[src/rtl/udr_pkg.sv]
package udr_pkg;
   localparam int BYTE_W = 8;

   // bit 10 overrun, bit 9 framing, bit 8 parity, bits 7:0 character
   typedef struct packed {
      logic              ovr;
      logic              frm;
      logic              par;
      logic [BYTE_W-1:0] data;
   } rx_entry_t;

   localparam int ENTRY_W = $bits(rx_entry_t);
endpackage

[src/rtl/udr_fifo.sv]
module udr_fifo #(
   parameter int W     = 8,
   parameter int DEPTH = 8
) (
   input  logic         clk,
   input  logic         rst_n,
   input  logic         flush,
   input  logic         push,
   input  logic [W-1:0] din,
   input  logic         pop,
   input  logic         mark_last,
   output logic [W-1:0] head,
   output logic         empty,
   output logic         full
);
   localparam int AW = (DEPTH > 1) ? $clog2(DEPTH) : 1;
   localparam int CW = $clog2(DEPTH + 1);
   localparam logic [AW-1:0] LAST_IDX = AW'(DEPTH - 1);

   logic [W-1:0]  mem [DEPTH];
   logic [AW-1:0] wr_ptr, rd_ptr, wr_nx, rd_nx, newest;
   logic [CW-1:0] count;
   logic          do_push, do_pop;

   generate
      if ((1 << AW) == DEPTH) begin : g_pow2
         assign wr_nx = wr_ptr + 1'b1;
         assign rd_nx = rd_ptr + 1'b1;
      end else begin : g_wrap
         assign wr_nx = (wr_ptr == LAST_IDX) ? '0 : wr_ptr + 1'b1;
         assign rd_nx = (rd_ptr == LAST_IDX) ? '0 : rd_ptr + 1'b1;
      end
   endgenerate

   assign newest  = (wr_ptr == '0) ? LAST_IDX : wr_ptr - 1'b1;
   assign empty   = (count == '0);
   assign full    = (count == CW'(DEPTH));
   assign do_push = push && !full && !flush;
   assign do_pop  = pop && !empty && !flush;
   assign head    = mem[rd_ptr];

   always_ff @(posedge clk) begin
      if (do_push) mem[wr_ptr] <= din;
      if (mark_last && !empty && !flush) mem[newest][W-1] <= 1'b1;
   end

   always_ff @(posedge clk) begin
      if (!rst_n || flush) begin
         wr_ptr <= '0;
         rd_ptr <= '0;
         count  <= '0;
      end else begin
         if (do_push) wr_ptr <= wr_nx;
         if (do_pop)  rd_ptr <= rd_nx;
         count <= count + CW'(do_push) - CW'(do_pop);
      end
   end
endmodule

[src/rtl/udr_rx_path.sv]
module udr_rx_path
   import udr_pkg::*;
#(
   parameter int DEPTH = 12
) (
   input  logic              clk,
   input  logic              rst_n,
   input  logic              en,
   input  logic [BYTE_W-1:0] rx_byte,
   input  logic              rx_par_err,
   input  logic              rx_stop_bit,
   input  logic              rx_valid,
   input  logic              pop,
   output rx_entry_t         head,
   output logic              not_empty
);
   rx_entry_t             entry_in;
   logic [ENTRY_W-1:0]    head_raw;
   logic                  empty, full, arrive;

   assign arrive   = rx_valid && en;
   assign entry_in = '{ovr: 1'b0, frm: !rx_stop_bit, par: rx_par_err, data: rx_byte};

   udr_fifo #(.W(ENTRY_W), .DEPTH(DEPTH)) u_q (
      .clk       (clk),
      .rst_n     (rst_n),
      .flush     (!en),
      .push      (arrive),
      .din       (entry_in),
      .pop       (pop),
      .mark_last (arrive && full),
      .head      (head_raw),
      .empty     (empty),
      .full      (full)
   );

   assign head      = empty ? '0 : rx_entry_t'(head_raw);
   assign not_empty = !empty;
endmodule

[src/rtl/udr_tx_path.sv]
module udr_tx_path
   import udr_pkg::*;
#(
   parameter int DEPTH = 8
) (
   input  logic              clk,
   input  logic              rst_n,
   input  logic              en,
   input  logic              wr,
   input  logic [BYTE_W-1:0] wdata,
   input  logic              ready,
   output logic [BYTE_W-1:0] tx_byte,
   output logic              tx_valid,
   output logic              not_full
);
   logic [BYTE_W-1:0] head_raw;
   logic              empty, full;

   udr_fifo #(.W(BYTE_W), .DEPTH(DEPTH)) u_q (
      .clk       (clk),
      .rst_n     (rst_n),
      .flush     (!en),
      .push      (wr),
      .din       (wdata),
      .pop       (ready),
      .mark_last (1'b0),
      .head      (head_raw),
      .empty     (empty),
      .full      (full)
   );

   assign tx_valid = !empty;
   assign tx_byte  = empty ? '0 : head_raw;
   assign not_full = !full;
endmodule

[src/rtl/uart_dreg_front.sv]
module uart_dreg_front
   import udr_pkg::*;
#(
   parameter int RX_DEPTH = 12,
   parameter int TX_DEPTH = 8
) (
   input  logic              clk,
   input  logic              rst_n,
   input  logic              rx_en,
   input  logic              tx_en,
   input  logic [BYTE_W-1:0] rx_byte,
   input  logic              rx_par_err,
   input  logic              rx_stop_bit,
   input  logic              rx_valid,
   input  logic              bus_rd,
   output logic [BYTE_W-1:0] bus_rdata,
   input  logic              bus_wr,
   input  logic [BYTE_W-1:0] bus_wdata,
   output logic [BYTE_W-1:0] tx_byte,
   output logic              tx_valid,
   input  logic              tx_ready,
   output logic              stat_par_err,
   output logic              stat_frm_err,
   output logic              stat_ovr,
   output logic              stat_rx_ne,
   output logic              stat_tx_nf
);
   generate
      if (RX_DEPTH < 2) begin : g_bad_rx
         $error("RX_DEPTH must be at least 2 so the newest entry is never the head when full");
      end
      if (TX_DEPTH < 1) begin : g_bad_tx
         $error("TX_DEPTH must be at least 1");
      end
   endgenerate

   rx_entry_t rx_head;

   udr_rx_path #(.DEPTH(RX_DEPTH)) u_rx (
      .clk         (clk),
      .rst_n       (rst_n),
      .en          (rx_en),
      .rx_byte     (rx_byte),
      .rx_par_err  (rx_par_err),
      .rx_stop_bit (rx_stop_bit),
      .rx_valid    (rx_valid),
      .pop         (bus_rd),
      .head        (rx_head),
      .not_empty   (stat_rx_ne)
   );

   udr_tx_path #(.DEPTH(TX_DEPTH)) u_tx (
      .clk      (clk),
      .rst_n    (rst_n),
      .en       (tx_en),
      .wr       (bus_wr),
      .wdata    (bus_wdata),
      .ready    (tx_ready),
      .tx_byte  (tx_byte),
      .tx_valid (tx_valid),
      .not_full (stat_tx_nf)
   );

   // head tags are zero when the receive queue is empty (masked in u_rx)
   assign bus_rdata    = rx_head.data;
   assign stat_par_err = rx_head.par;
   assign stat_frm_err = rx_head.frm;
   assign stat_ovr     = rx_head.ovr;
endmodule

[config.mk]
export PLATFORM = sky130hd
export DESIGN_NAME = uart_dreg_front
export DESIGN_NICKNAME = d
export VERILOG_FILES = /design/src/rtl/udr_pkg.sv /design/src/rtl/udr_fifo.sv /design/src/rtl/udr_rx_path.sv /design/src/rtl/udr_tx_path.sv /design/src/rtl/uart_dreg_front.sv
export SDC_FILE = /design/constraint.sdc
export NUM_CORES = 1
export LEC_CHECK = 0
export BUFFER_PORTS_ARGS = -buffer_cell sky130_fd_sc_hd__buf_2
export CAP_MARGIN = 30
export CORE_MARGIN = 3
export CORE_UTILIZATION = 55
export CTS_BUF_LIST = sky130_fd_sc_hd__clkbuf_4
export CTS_CLUSTER_SIZE = 8
export DETAILED_ROUTE_END_ITERATION = 8
export PLACE_DENSITY = 0.73
export SKIP_LAST_GASP = 1
export SLEW_MARGIN = 20
export SYNTH_ARGS = -nofsm -noshare
export SYNTH_HDL_FRONTEND = slang
export SYNTH_SLANG_ARGS = --single-unit
[constraint.sdc]
create_clock -name clk -period 2.7 [get_ports clk]
set_input_delay 0.54 -clock clk [delete_from_list [all_inputs] [get_ports clk]]
set_output_delay 0.54 -clock clk [all_outputs]
set_load 0.02 [all_outputs]
== After elaboration in Yosys (flattened, before gate mapping) ==
Memory sizes are Yosys's and may differ from the RTL's. A register that Yosys moved wholly into a read port is not among the register bits.
Index checks and enable logic that the tools add are counted.

* Bits in registers: 22
* Bits in writable memories: 196
* Input bits: 26
* Output and inout bits: 22
* Word-level logic and storage cells: 65
* Memories: 2

{| class="wikitable"
|+ Memory list
! memory !! depth !! width !! rd ports !! clocked after memory_dff !! write ports !! line !! source
|-
| u_rx.u_q.mem || 12 || 11 || 1 || 1 || 1 || udr_fifo.sv:20 || <nowiki>logic [W-1:0] mem [DEPTH];</nowiki>
|-
| u_tx.u_q.mem || 8 || 8 || 1 || 1 || 1 || udr_fifo.sv:20 ||
|}

* Add/sub/neg operators: 9
* Eq/ne operators: 4
* Muxes and demuxes: 18
* Reductions and logical operators: 26

{| class="wikitable"
|+ Operators with widths
! operator !! number
|-
| $mux W4 || 6
|-
| $mux W11 || 2
|-
| $eq A4 B4 Y1 const B || 4
|-
| $logic_and A1 B1 Y1 || 12
|-
| $logic_not A4 Y1 || 3
|-
| $reduce_or A11 Y1 || 1
|-
| $add A4 B1 Y4 || 2
|-
| $add A4 B1 Y4 const B || 2
|-
| $logic_not A1 Y1 || 8
|-
| $mux W8 || 1
|-
| $sub A4 B1 Y4 || 2
|-
| $add A3 B1 Y3 const B || 2
|-
| $mux W1 || 6
|-
| $mux W3 || 2
|-
| $sub A4 B1 Y4 const B || 1
|-
| $logic_or A1 B1 Y1 || 2
|-
| $mux W2 || 1
|}

== Depth between registers and ports, before layout ==
Gate-level depths: netlist of run 1.

* Depth in word-level cells: 8
* Gate-level depth with buffers: 13
* Mapped depth without buffers: 13

== Cells and area by module ==
From an unflattened synthesis of run 1, not the netlist that was laid out.

* Cells, all modules: 617
* Area, all modules: 9,678.0 um2

{| class="wikitable"
|+ Modules (own cells, without submodules)
! module !! times used !! cells each !! area each (um2) !! sequential area each (um2)
|-
| udr_fifo at u_rx.u_q || 1 || 375 || 6,109.6 || 4,164.0
|-
| udr_fifo at u_tx.u_q || 1 || 212 || 3,358.2 || 2,102.0
|-
| udr_rx_path || 1 || 18 || 145.1 || 0.0
|-
| udr_tx_path || 1 || 12 || 65.1 || 0.0
|}

== Worst setup path after synthesis of run 1 ==
Ideal clock, no wire load.

* Path type: register to register
* From: reg u_tx.u_q.count[2]
* To: reg u_tx.u_q.count[1]
* Setup time: 0.115 ns
* Arrival time: 2.436 ns
* Required time: 2.585 ns
* Setup slack: 0.148 ns
* Stages on the path, launching flop included: 11
* Path buffers: 0
* Period minus slack after synthesis: 2.552 ns
* Cell sequence: dfxtp_1 inv_1 ha_1 nor3b_2 inv_1 and2_0 nand3_1 o21ai_0 ha_1 fa_1 and3_1

* Elaborated cells on any way between the ends: 10
* Those cells by class: add/sub: 2; eq/ne: 1; reduce/logical: 7

{| class="wikitable"
|+ RTL lines
! what !! line !! source
|-
| start: declaration || udr_fifo.sv:22 || <nowiki>logic [CW-1:0] count;</nowiki>
|-
| start signal: assignment || udr_fifo.sv:55 || <nowiki>count <= count + CW'(do_push) - CW'(do_pop);</nowiki>
|-
| $logic_not A4 Y1 || udr_fifo.sv:36 || <nowiki>assign empty = (count == '0);</nowiki>
|-
| $logic_not A1 Y1 || n/a ||
|-
| named net tx_valid || uart_dreg_front.sv:20 || <nowiki>output logic tx_valid,</nowiki>
|-
| $logic_and A1 B1 Y1 (2 in series) || udr_fifo.sv:39 || <nowiki>assign do_pop = pop && !empty && !flush;</nowiki>
|-
| $sub A4 B1 Y4 || udr_fifo.sv:55 ||
|}

The timed path passes the listed nets, and every way through them passes these cells.
A chain may end at the register's enable or synchronous reset.

==> out/metrics.cfg, run 1 <==
[timing]
fin_skew_ns = 0.0462
hold_viol_final = 0
setup_viol = 10
worst_slew_pin_slew_ns = 0.883
max_clock_freq_ghz = 0.359
relSlewSlack_pct = 40.8
fin_crit_ns = 2.79
slew_viol_final = 0
rsz0062_at_grt = true
min_period_over_period_pct = 103
finalWorstSetupSlack_ns = -0.0881

[routing]
antenna_left = 0
drt-total-wl_um = 19300
drtIter0Drc = 280
drtPass1Iterations = 4
via_per_inst = 5.71
wl_per_cell_um = 20.4
via_count = 5403
route.detailed.drc = 0

[critical_path]
crit_top_cell = buf_12
max_stage_delay_ns = 0.53
path_cells = buf_12 -> buf_12 -> mux4_2 -> o221a_4 -> buf_6
crit_type = reg2out
crit_required_ns = 2.16
cp-start-kind = register
path_max_fanout = 7
crit_slowest_cell = mux4_2
critPathBufInv = 3
end_kind = output port
cp_data_arrival_time_ns = 2.25
critPathTopFamily = multiplexers

[status]
status = finished, violations left
violations = setup timing

[logic_synthesis]
synth_nets = 605
synth_commonest_cells = edfxtp_1 (196), nor2_1 (47), mux4_2 (38)
synth_edf_count = 196
synth_area_um2 = 9450
synthSimpleGateAreaFrac_pct = 8.64
seq_area_frac_synth_pct = 68.4
yosys_warnings = 0
ys_ff_latch = 225
yosys.area_share.xor_xnor_pct = 0.741
async_flop_share_pct = 0
yosys-top-cells-area = edfxtp_1 (62%), mux4_2 (9.1%), dfxtp_1 (6.1%)
synth_top_area_share_pct = 62.3
postSynthCellCount = 560
synth_compound_area_share_pct = 5.60
yosysUniqueCellTypes = 59
yosys.area.top_type = edfxtp_1
synth_mux_area_share_pct = 11.6
syn_area_per_cell_um2 = 16.9
ys.flop_type = edfxtp_1
post-synth-top-count-cell = edfxtp_1
synth_top_family_by_area = multiplexers
synthAdderAreaFrac_pct = 2.67

[power]
p_seq_share_pct = 55.0
p_sw_mw = 1.53
clkPwrFrac_pct = 38.8
p_int_mw = 5.40
sw_frac_of_total_pct = 22.1
p_per_area_nw_per_um2 = 610
irDropWorstVdd_uv = 445
power.leakage_nw = 3.85
p_comb_share_pct = 6.2

[global_route]
grt_remaining_overflow = 0
grt_max_degree = 34
grt_pass1_vias = 5821
antenna_found_initial = 1
grt_usage_pct = 21.8
grt_pass1_wl_um = 30800

[die]
placementRows = 47
fp.dieW_um = 137
die_h_um = 137
ios = 48
start_util_pct = 56.6
core_um2 = 16700
die_area_um2 = 18800

[layout]
layout-drive-gt1-share_pct = 39.5
fillers = 1147
final_area_um2 = 11400
fin_nets = 730
regArea_um2 = 6480
diodes = 0
multi_input_area_um2 = 3030
syn2layout_area_growth_pct = 20.1

[cts]
cts_tree = yes
clockBufferDepth = 3
clk_pin_slew_worst_paths_ns = 0.07
cts-buffers-inserted = 54
ctsHoldBuffers = 0
root_buffer = clkbuf_4
htreeDepth = 2
cts_sinks = 225
insertion_delay_ns = 0.67

[run]
max-cap-violations = 0

[placed_design]
pre_cts_ws_ns = 0.169
port_buffers = 47
routabilityCongestion = 0.810
dp_hpwl_um = 12100
placed_area_um2 = 10100

[hold_path]
hp-class = in2reg

==> layout by cell type, fill, tap and decap left out, types with 10 or more instances in the layout <==
master,Yosys,routed
buf_4,3,38
inv_1,16,15
buf_2,9,33
edfxtp_1,196,196
nand2_1,10,10
mux4_2,38,38
buf_6,4,18
dfxtp_1,29,26
mux2i_1,24,22
clkbuf_4,0,83
nor2_1,47,47
and2_1,11,11
ha_1,17,16
==> power by group through the flow <==
stage / combinational [mW] / sequential, mW / clock, mW
3_5_place_dp: 0.352 / 3.89 / 0
3_3_place_gp: 0.337 / 3.88 / 0
5_1_grt: 0.468 / 3.81 / 2.95
2_1_floorplan: 0.221 / 3.88 / 0
6_report: 0.431 / 3.81 / 2.69
4_1_cts: 0.407 / 3.81 / 2.75
==> final cells by class <==
type | count | area share [%]
Inverter | 16 | 0.529
Tap cell | 220 | 2.42
Multi-Input combinational cell | 290 | 26.6
Clock inverter | 14 | 0.573
Timing Repair Buffer | 98 | 7.32
Sequential cell | 225 | 57.0
Clock buffer | 83 | 5.49
==> metrics by stage <==
| step | std cells | utilization, % | TNS (ns) | power [mW] | hold slack (ns) |
|---|---|---|---|---|---|
| after global placement | 834 | 60.4 | 0 | 4.22 | 0.490 |
| after CTS | 945 | 67.1 | -1.43 | 6.96 | 0.0916 |
| after global routing | 946 | 68.0 | -1.48 | 7.23 | 0.124 |
| final | 946 | 68.0 | -0.521 | 6.93 | 0.155 |
| after detailed placement | 834 | 60.4 | 0 | 4.24 | 0.493 |
| after floorplan | 560 | - | 0 | 4.10 | 0.472 |
==> layer usage <==
metal | share of wire [%] | wire length [um] | global-route usage [%] | vias to the layer above
met3 | 5.5 | 1050 | 4.63 | 33
met4 | 1.7 | 325 | 7.87 | 2
li1 | - | - | - | 2509
met5 | 0.068 | 13 | 0 | -
met1 | 40 | 7680 | 27.1 | 2692
met2 | 53 | 10200 | 37.7 | 167
==> registers in the layout, indices dropped and copies added, names as in the netlist, named ones only <==
name / flops
u_rx.u_q.count: 4
u_rx.u_q.mem: 132
u_rx.u_q.rd_ptr: 4
u_rx.u_q.wr_ptr: 4
u_tx.u_q.count: 4
u_tx.u_q.mem: 64
u_tx.u_q.rd_ptr: 3
u_tx.u_q.wr_ptr: 3
==> what timing repair did <==
| action | 4_1_cts | 5_1_grt |
|---|---|---|
| gates resized for setup | 58 | 40 |
| pin swaps | 12 | 9 |
| setup buffers | 11 | 6 |
| hold endpoints to repair | 0 | 0 |
| setup endpoints to repair | 19 | 18 |
| gates cloned | 4 | 0 |
==> cells by family after synthesis <==
logic type	count (synthesis)
adder cells (fa/ha/maj)	19
multiplexers	62
flip-flops	225
AND/OR/NAND/NOR	139
XOR/XNOR	8
AO/OA/AOI/OAI	62
buffers and inverters	45
==> final timing paths <==
path	cells past startpoint	slack, ns	start	to
worst min register to register	2	0.51	u_tx.u_q.rd_ptr[2]	u_tx.u_q.rd_ptr[2]
worst max register to register	5	0.14	u_rx.u_q.count[2]	u_rx.u_q.mem[9][1]
worst min-delay path	1	0.15	bus_wdata[7]	u_tx.u_q.mem[7][7]
worst max-delay path	5	-0.09	register	bus_rdata[2]
Power figures use the tool's default switching activity.
==> inputs of run 2 (changes only) <==
--- a/config.mk
+++ b/config.mk
@@ -5,14 +5,15 @@
 export SDC_FILE = /design/constraint.sdc
 export NUM_CORES = 1
 export LEC_CHECK = 0
-export BUFFER_PORTS_ARGS = -buffer_cell sky130_fd_sc_hd__buf_2
 export CAP_MARGIN = 30
 export CORE_MARGIN = 3
 export CORE_UTILIZATION = 55
 export CTS_BUF_LIST = sky130_fd_sc_hd__clkbuf_4
 export CTS_CLUSTER_SIZE = 8
 export DETAILED_ROUTE_END_ITERATION = 8
-export PLACE_DENSITY = 0.73
+export DONT_BUFFER_PORTS = 1
+export PLACE_DENSITY = 0.7
+export SETUP_SLACK_MARGIN = 0.3
 export SKIP_LAST_GASP = 1
 export SLEW_MARGIN = 20
 export SYNTH_ARGS = -nofsm -noshare
==> out/metrics.cfg, run 2 (same netlist as run 1, synthesis figures left out) <==
[status]
status = completed

[global_route]
grt_max_degree = 28  ; -18%
grtUsageMet2_pct = 38.8  ; +1.1 points
grtUsageMet1_pct = 26.1  ; -1.0 points
antenna_found_initial = 1  ; unchanged
grt_pass1_wl_um = 30700  ; -0.31%
grt_pass1_vias = 5605  ; -3.7%
grt_remaining_overflow = 0  ; unchanged
top_usage_layer = met2
grt_usage_pct = 22.0  ; +0.21 points
grt_use_met3_pct = 6.29  ; +1.7 points

[power]
p_comb_share_pct = 5.9  ; -0.3 points
total_power_mw = 7.00  ; +1.0%
p_sw_mw = 1.55  ; +0.76%
p_seq_share_pct = 54.4  ; -0.6 points
sw_frac_of_total_pct = 22.1  ; -0.057 points
p_int_mw = 5.46  ; +1.1%
irDropWorstVdd_uv = 478  ; +7.4%
p_per_area_nw_per_um2 = 612  ; +0.31%
power.leakage_nw = 3.74  ; -2.9%
clkPwrFrac_pct = 39.7  ; +0.9 points

[die]
die_h_um = 137  ; unchanged
start_util_pct = 56.6  ; unchanged
core_um2 = 16700  ; unchanged
placementRows = 47  ; unchanged
die_area_um2 = 18800  ; unchanged
ios = 48  ; unchanged
fp.dieW_um = 137  ; unchanged

[layout]
regArea_um2 = 6480  ; +0.12%
fillers = 1098  ; -4.3%
syn2layout_area_growth_pct = 21.0
mostFrequentLayoutCells = edfxtp_1 (196), clkbuf_4 (82), buf_4 (41)
largest-register = u_rx.u_q.mem
post-route-util_pct = 68.5  ; +0.48 points
final_common_cell = edfxtp_1
multi_input_area_um2 = 3170  ; +4.7%
diodes = 0  ; unchanged
layout-drive-gt1-share_pct = 39.5  ; about the same
fin_nets = 704  ; -3.6%
largestRegisters = u_rx.u_q.mem: 132 flops, u_tx.u_q.mem: 64 flops
largest_register_ffs = 132  ; unchanged

[placed_design]
dp_hpwl_um = 11900  ; -1.3%
port_buffers = 0  ; -100%
routabilityCongestion = 0.830  ; +2.4%

[cts]
root_buffer = clkbuf_4
cts-buffers-inserted = 55  ; +1.9%
clk_pin_slew_worst_paths_ns = 0.06  ; about the same
htreeDepth = 2  ; unchanged
cts_sinks = 225  ; unchanged
clockBufferDepth = 3  ; unchanged
insertion_delay_ns = 0.66  ; about the same
cts_tree = yes

[routing]
via_per_inst = 5.81  ; +1.8%
drtIter0Drc = 316  ; +13%
wl_per_cell_um = 22.1  ; +8.4%
via_count = 5335  ; -1.3%
drtPass1Iterations = 4  ; unchanged
route.detailed.drc = 0  ; unchanged
drt-total-wl_um = 20300  ; +5.2%
antenna_left = 0  ; unchanged

[critical_path]
crit_type = reg2out
max_stage_delay_ns = 0.39  ; -0.14 ns
cp_data_arrival_time_ns = 2.16  ; -0.09 ns
crit_slowest_cell = dfxtp_4
r2r-start = u_rx.u_q.count[2]
end_kind = output port
path_max_fanout = 27  ; +20
path_cells = bufbuf_16 -> nor2b_1 -> a211oi_2 -> a311oi_4 -> o221a_4
cp-start-kind = register
crit_required_ns = 2.16  ; about the same

[timing]
setup_viol = 0  ; -10
min_period_over_period_pct = 100  ; -3.3 points
max_clock_freq_ghz = 0.370  ; +3.3%
tns_ns = 0  ; +0.521 ns
fin_skew_ns = 0.0308  ; -0.0154 ns
slew_viol_final = 0  ; unchanged
hold_viol_final = 0  ; unchanged
rsz0062_at_grt = true
relSlewSlack_pct = 37.8  ; -3.0 points
fin_crit_ns = 2.70  ; -0.0885 ns
worst_slew_pin_slew_ns = 0.930  ; +0.0465 ns

[hold_path]
hp-class = in2reg
min-delay-start = tx_en

[run]
max-cap-violations = 0  ; unchanged

run 2: cell count changes in the layout (fill, tap and decap cells not counted), moves of 6 or more:
cell | before | now
nor2_2 | 0 | 10
buf_2 | 33 | 0
buf_6 | 18 | 7
dlygate4sd3_1 | 0 | 14
nor2_1 | 47 | 31
mux2i_4 | 0 | 6
nor2_4 | 0 | 6
run 2: power groups by stage:
stage / combinational, mW / clock (mW) / sequential, mW
3_5_place_dp: 0.303 / 0 / 3.89
2_1_floorplan: 0.226 / 0 / 3.88
5_1_grt: 0.446 / 3.04 / 3.81
3_3_place_gp: 0.292 / 0 / 3.88
4_1_cts: 0.383 / 2.83 / 3.81
6_report: 0.415 / 2.78 / 3.81
run 2: layer usage:
layer	part of all wire [%]	up-vias
li1	-	2450
met1	39	2711
met2	54	142
met3	5.6	30
met4	1.4	2
met5	0.039	-
run 2: final timing paths:
path,to,slack [ns],depth (start not counted)
setup / recovery,bus_rdata[1],0.0003,5
hold / removal,u_tx.u_q.wr_ptr[2],0.13,3
setup reg to reg,u_rx.u_q.count[1],0.25,10
hold reg to reg,u_tx.u_q.rd_ptr[2],0.50,2
run 2: area by class of cell:
type	count	area share [%]
multi-input combinational	290	27.7
clock inverter	14	0.799
inverter	16	0.525
tap	220	2.41
timing repair buffer	71	6.49
clock buffer	82	5.38
sequential	225	56.7
run 2: repair_timing:
| item | in CTS | in global routing |
|---|---|---|
| hold endpoints to repair | 66 | 3 |
| gates resized for setup | 60 | 42 |
| pin swaps | 5 | 17 |
| setup buffers | 2 | 14 |
| hold buffers | 11 | 3 |
| cloned | 4 | 0 |
| endpoints found under the setup margin | 102 | 139 |
run 2: critical path, delay by kind of cell (launching register included):
family,cells,cell delay [ns]
buffers and inverters,1,0.32
DFF,1,0.39
AOI/OAI and AO/OA,3,0.63
and+or+nand+nor,1,0.17
run 2: per-stage QoR:
stage                     hold WS [ns]  instances  area, um2  setup WS, ns
final                            0.128        918      11400      0.000342
after detailed placement         0.488        788       9890        0.0924
after CTS                      0.00115        901      11100       -0.0613
after floorplan                  0.472        560       9480         0.304
after global routing            0.0836        918      11400       -0.0972
after global placement           0.489        787       9880         0.198
==> inputs of run 3 (changes only) <==
--- a/config.mk
+++ b/config.mk
@@ -13,9 +13,11 @@
 export DETAILED_ROUTE_END_ITERATION = 8
 export DONT_BUFFER_PORTS = 1
 export PLACE_DENSITY = 0.7
+export RECOVER_POWER = 100
 export SETUP_SLACK_MARGIN = 0.3
 export SKIP_LAST_GASP = 1
 export SLEW_MARGIN = 20
 export SYNTH_ARGS = -nofsm -noshare
 export SYNTH_HDL_FRONTEND = slang
+export SYNTH_HIERARCHICAL = 1
 export SYNTH_SLANG_ARGS = --single-unit
==> out/metrics.cfg, run 3 <==
[layout]
largest_register_ffs = 132  ; unchanged
largest-register = u_rx/u_q/mem
final_common_cell = edfxtp_1
regArea_um2 = 6280  ; -3.2%
layout-drive-gt1-share_pct = 33.9  ; -5.6 points
stdcell_count = 987  ; +7.5%
mostFrequentLayoutCells = edfxtp_1 (176), clkbuf_4 (94), mux4_2 (49)
syn2layout_area_growth_pct = 18.4
fillers = 1137  ; +3.6%
final_area_um2 = 11500  ; +0.22%
fin_nets = 772  ; +9.7%
largestRegisters = u_rx/u_q/mem: 132 flops, u_tx/u_q/mem: 64 flops
multi_input_area_um2 = 3220  ; +1.5%

[critical_path]
crit_type = reg2out
end_kind = output port
reg2reg_to = u_rx/u_q/count[3]
crit_required_ns = 2.16  ; about the same
r2r-start = u_rx/u_q/count[2]
rr_worst_depth = 19  ; +9
r2r_slack_ns = 0.16  ; -0.09 ns
cp-start-kind = register
path_max_fanout = 6  ; -78%
cp_data_arrival_time_ns = 2.26  ; +0.10 ns

[timing]
tns_ns = -0.838  ; -0.838 ns
fin_crit_ns = 2.80  ; +0.100 ns
relSlewSlack_pct = 46.1  ; +8.4 points
rsz0062_at_grt = true
fin_skew_ns = 0.0268  ; -0.00391 ns
hold_viol_final = 0  ; unchanged
setup_viol = 16  ; +16
min_period_over_period_pct = 104  ; +3.7 points
finalWorstSetupSlack_ns = -0.100  ; -0.100 ns
whs_ns = 0.0666  ; -0.0613 ns
max_clock_freq_ghz = 0.357  ; -3.6%
worst_slew_pin_slew_ns = 0.808  ; -0.122 ns
slew_viol_final = 0  ; unchanged

[die]
die_area_um2 = 19200  ; +2.3%
fp.dieW_um = 139  ; +1.1%
ios = 48  ; unchanged
placementRows = 47  ; unchanged
start_util_pct = 57.3  ; +0.74 points
core_um2 = 16900  ; +1.1%
die_h_um = 139  ; +1.1%

[logic_synthesis]
synth_area_um2 = 9680  ; +2.4%
synth_edf_count = 176  ; -10%
yosys_warnings = 6  ; +6
yosys.area.top_type = edfxtp_1
synth_commonest_cells = edfxtp_1 (176), dfxtp_1 (49), nand2_1 (40)
postSynthCellCount = 617  ; +10%
synth_top_area_share_pct = 54.6  ; -7.7 points
seq_area_frac_synth_pct = 64.7  ; -3.7 points
ys_ff_latch = 225  ; unchanged
syn_area_per_cell_um2 = 15.7  ; -7.1%
post-synth-top-count-cell = edfxtp_1
ys.flop_type = edfxtp_1
yosys-top-cells-area = edfxtp_1 (55%), dfxtp_1 (10%), mux4_2 (7.9%)
yosysUniqueCellTypes = 58  ; -1.7%
async_flop_share_pct = 0  ; unchanged

[global_route]
antenna_found_initial = 1  ; unchanged
grt_remaining_overflow = 0  ; unchanged
grt_pass1_vias = 6208  ; +11%
grt_usage_pct = 22.3  ; +0.34 points
grt_pass1_wl_um = 33800  ; +10%
grt_max_degree = 17  ; -39%

[status]
status = finished, violations left
violations = setup timing

[cts]
cts_tree = yes
root_buffer = clkbuf_4
cts_sinks = 225  ; unchanged
insertion_delay_ns = 0.65  ; about the same
htreeDepth = 2  ; unchanged
cts-buffers-inserted = 56  ; +1.8%
clk_pin_slew_worst_paths_ns = 0.07  ; about the same
clockBufferDepth = 3  ; unchanged

[routing]
drtIter0Drc = 407  ; +29%
route.detailed.drc = 0  ; unchanged
via_count = 5775  ; +8.2%
drt-total-wl_um = 21200  ; +4.7%
antenna_left = 0  ; unchanged
drtPass1Iterations = 5  ; +1
via_per_inst = 5.85  ; +0.68%
wl_per_cell_um = 21.5  ; -2.6%

[placed_design]
port_buffers = 0  ; unchanged
routabilityCongestion = 0.885  ; +6.7%
placed_area_um2 = 9980  ; +0.90%
dp.cells = 833  ; +5.7%
pre_cts_ws_ns = 0.233  ; +0.141 ns
dp_hpwl_um = 12800  ; +7.3%

[hold_path]
min_path_cells = 2  ; -1
min-delay-start = bus_rd
hp-class = in2reg

[run]
max-cap-violations = 0  ; unchanged

[power]
irDropWorstVdd_uv = 450  ; -5.7%
p_per_area_nw_per_um2 = 613  ; +0.11%
power.leakage_nw = 4.04  ; +7.9%

## run 3: cell types whose count changed in the layout (fill, tap and decap cells not counted), sizes merged, moves of 14 or more
| cell | delta |
|---|---|
| buf | -14 |
| inv | +16 |
| dfxtp | +20 |
| edfxtp | -20 |
| mux2i | -18 |
| nand2 | +30 |
| o221ai | +18 |
| nor2 | -24 |
| clkbuf | +28 |
## run 3: kinds of logic (layout without fill, tap and decap cells)
family	after synthesis	in the layout	synth area share, %
buffers and inverters	68	215	3.39
XOR/XNOR	4	4	0.362
multiplexers	63	63	13.5
adder cells (fa/ha/maj)	22	22	3.00
other	2	5	0.0776
flip-flops	225	225	64.7
AND/OR/NAND/NOR	158	158	9.27
AO/OA/AOI/OAI	75	75	5.62
## run 3: through the flow
step | utilization, % | total power [mW]
floorplan | - | 4.09
global placement | 59.1 | 4.14
detailed placement | 59.1 | 4.15
CTS | 67.6 | 7.09
global route | 67.9 | 7.34
finish | 67.9 | 7.02
## run 3: final cells by class
cell class	instances	share of cell area [%]
inverters	37	1.34
clock inverters	8	0.295
well taps	220	2.40
clock buffers	92	6.03
flip-flops and latches	225	54.8
multi-input cells	326	28.1
diodes	1	0.0218
repair buffers	78	7.07
## run 3: how the worst max path moves through the flow
stage / start / endpoint / slack [ns]
finish: register / bus_rdata[1] / -0.10
CTS: register / stat_ovr / -0.14
floorplan: u_rx/u_q/count[2] / u_rx/u_q/count[2] / 0.30
detailed placement: rx_en / u_rx/u_q/count[2] / 0.23
global route: register / bus_rdata[1] / -0.20
global placement: rx_en / u_rx/u_q/count[2] / 0.31
## run 3: routing by layer
layer | global-route usage [%] | wire length (um)
met1 | 28.9 | 8660
met2 | 37.1 | 10800
met3 | 4.93 | 1100
met4 | 9.11 | 687
met5 | 0 | 0
## run 3: what timing repair did
action,in CTS,in global routing
buffers inserted,26,7
gates resized for setup,96,29
pin swaps,9,9
hold buffers,16,0
hold endpoints to repair,164,0
endpoints found under the setup margin,24,27
gates cloned,4,0
## run 3: critical path, stage by stage, from the launching register on
cell and delay (ns):
dfxtp_4 0.44, buf_12 0.12, buf_16 0.12, mux4_2 0.50
a22oi_2 0.19, nand2_1 0.08, nor2b_4 0.15
## run 3: power by group
part | total [mW] | switching, mW | leakage (nW) | internal, mW
clock network | 2.79 | 1.26 | 0.448 | 1.53
logic | 0.438 | 0.239 | 1.60 | 0.200
registers | 3.80 | 0.0249 | 1.99 | 3.77
total | 7.02 | 1.53 | 4.04 | 5.50
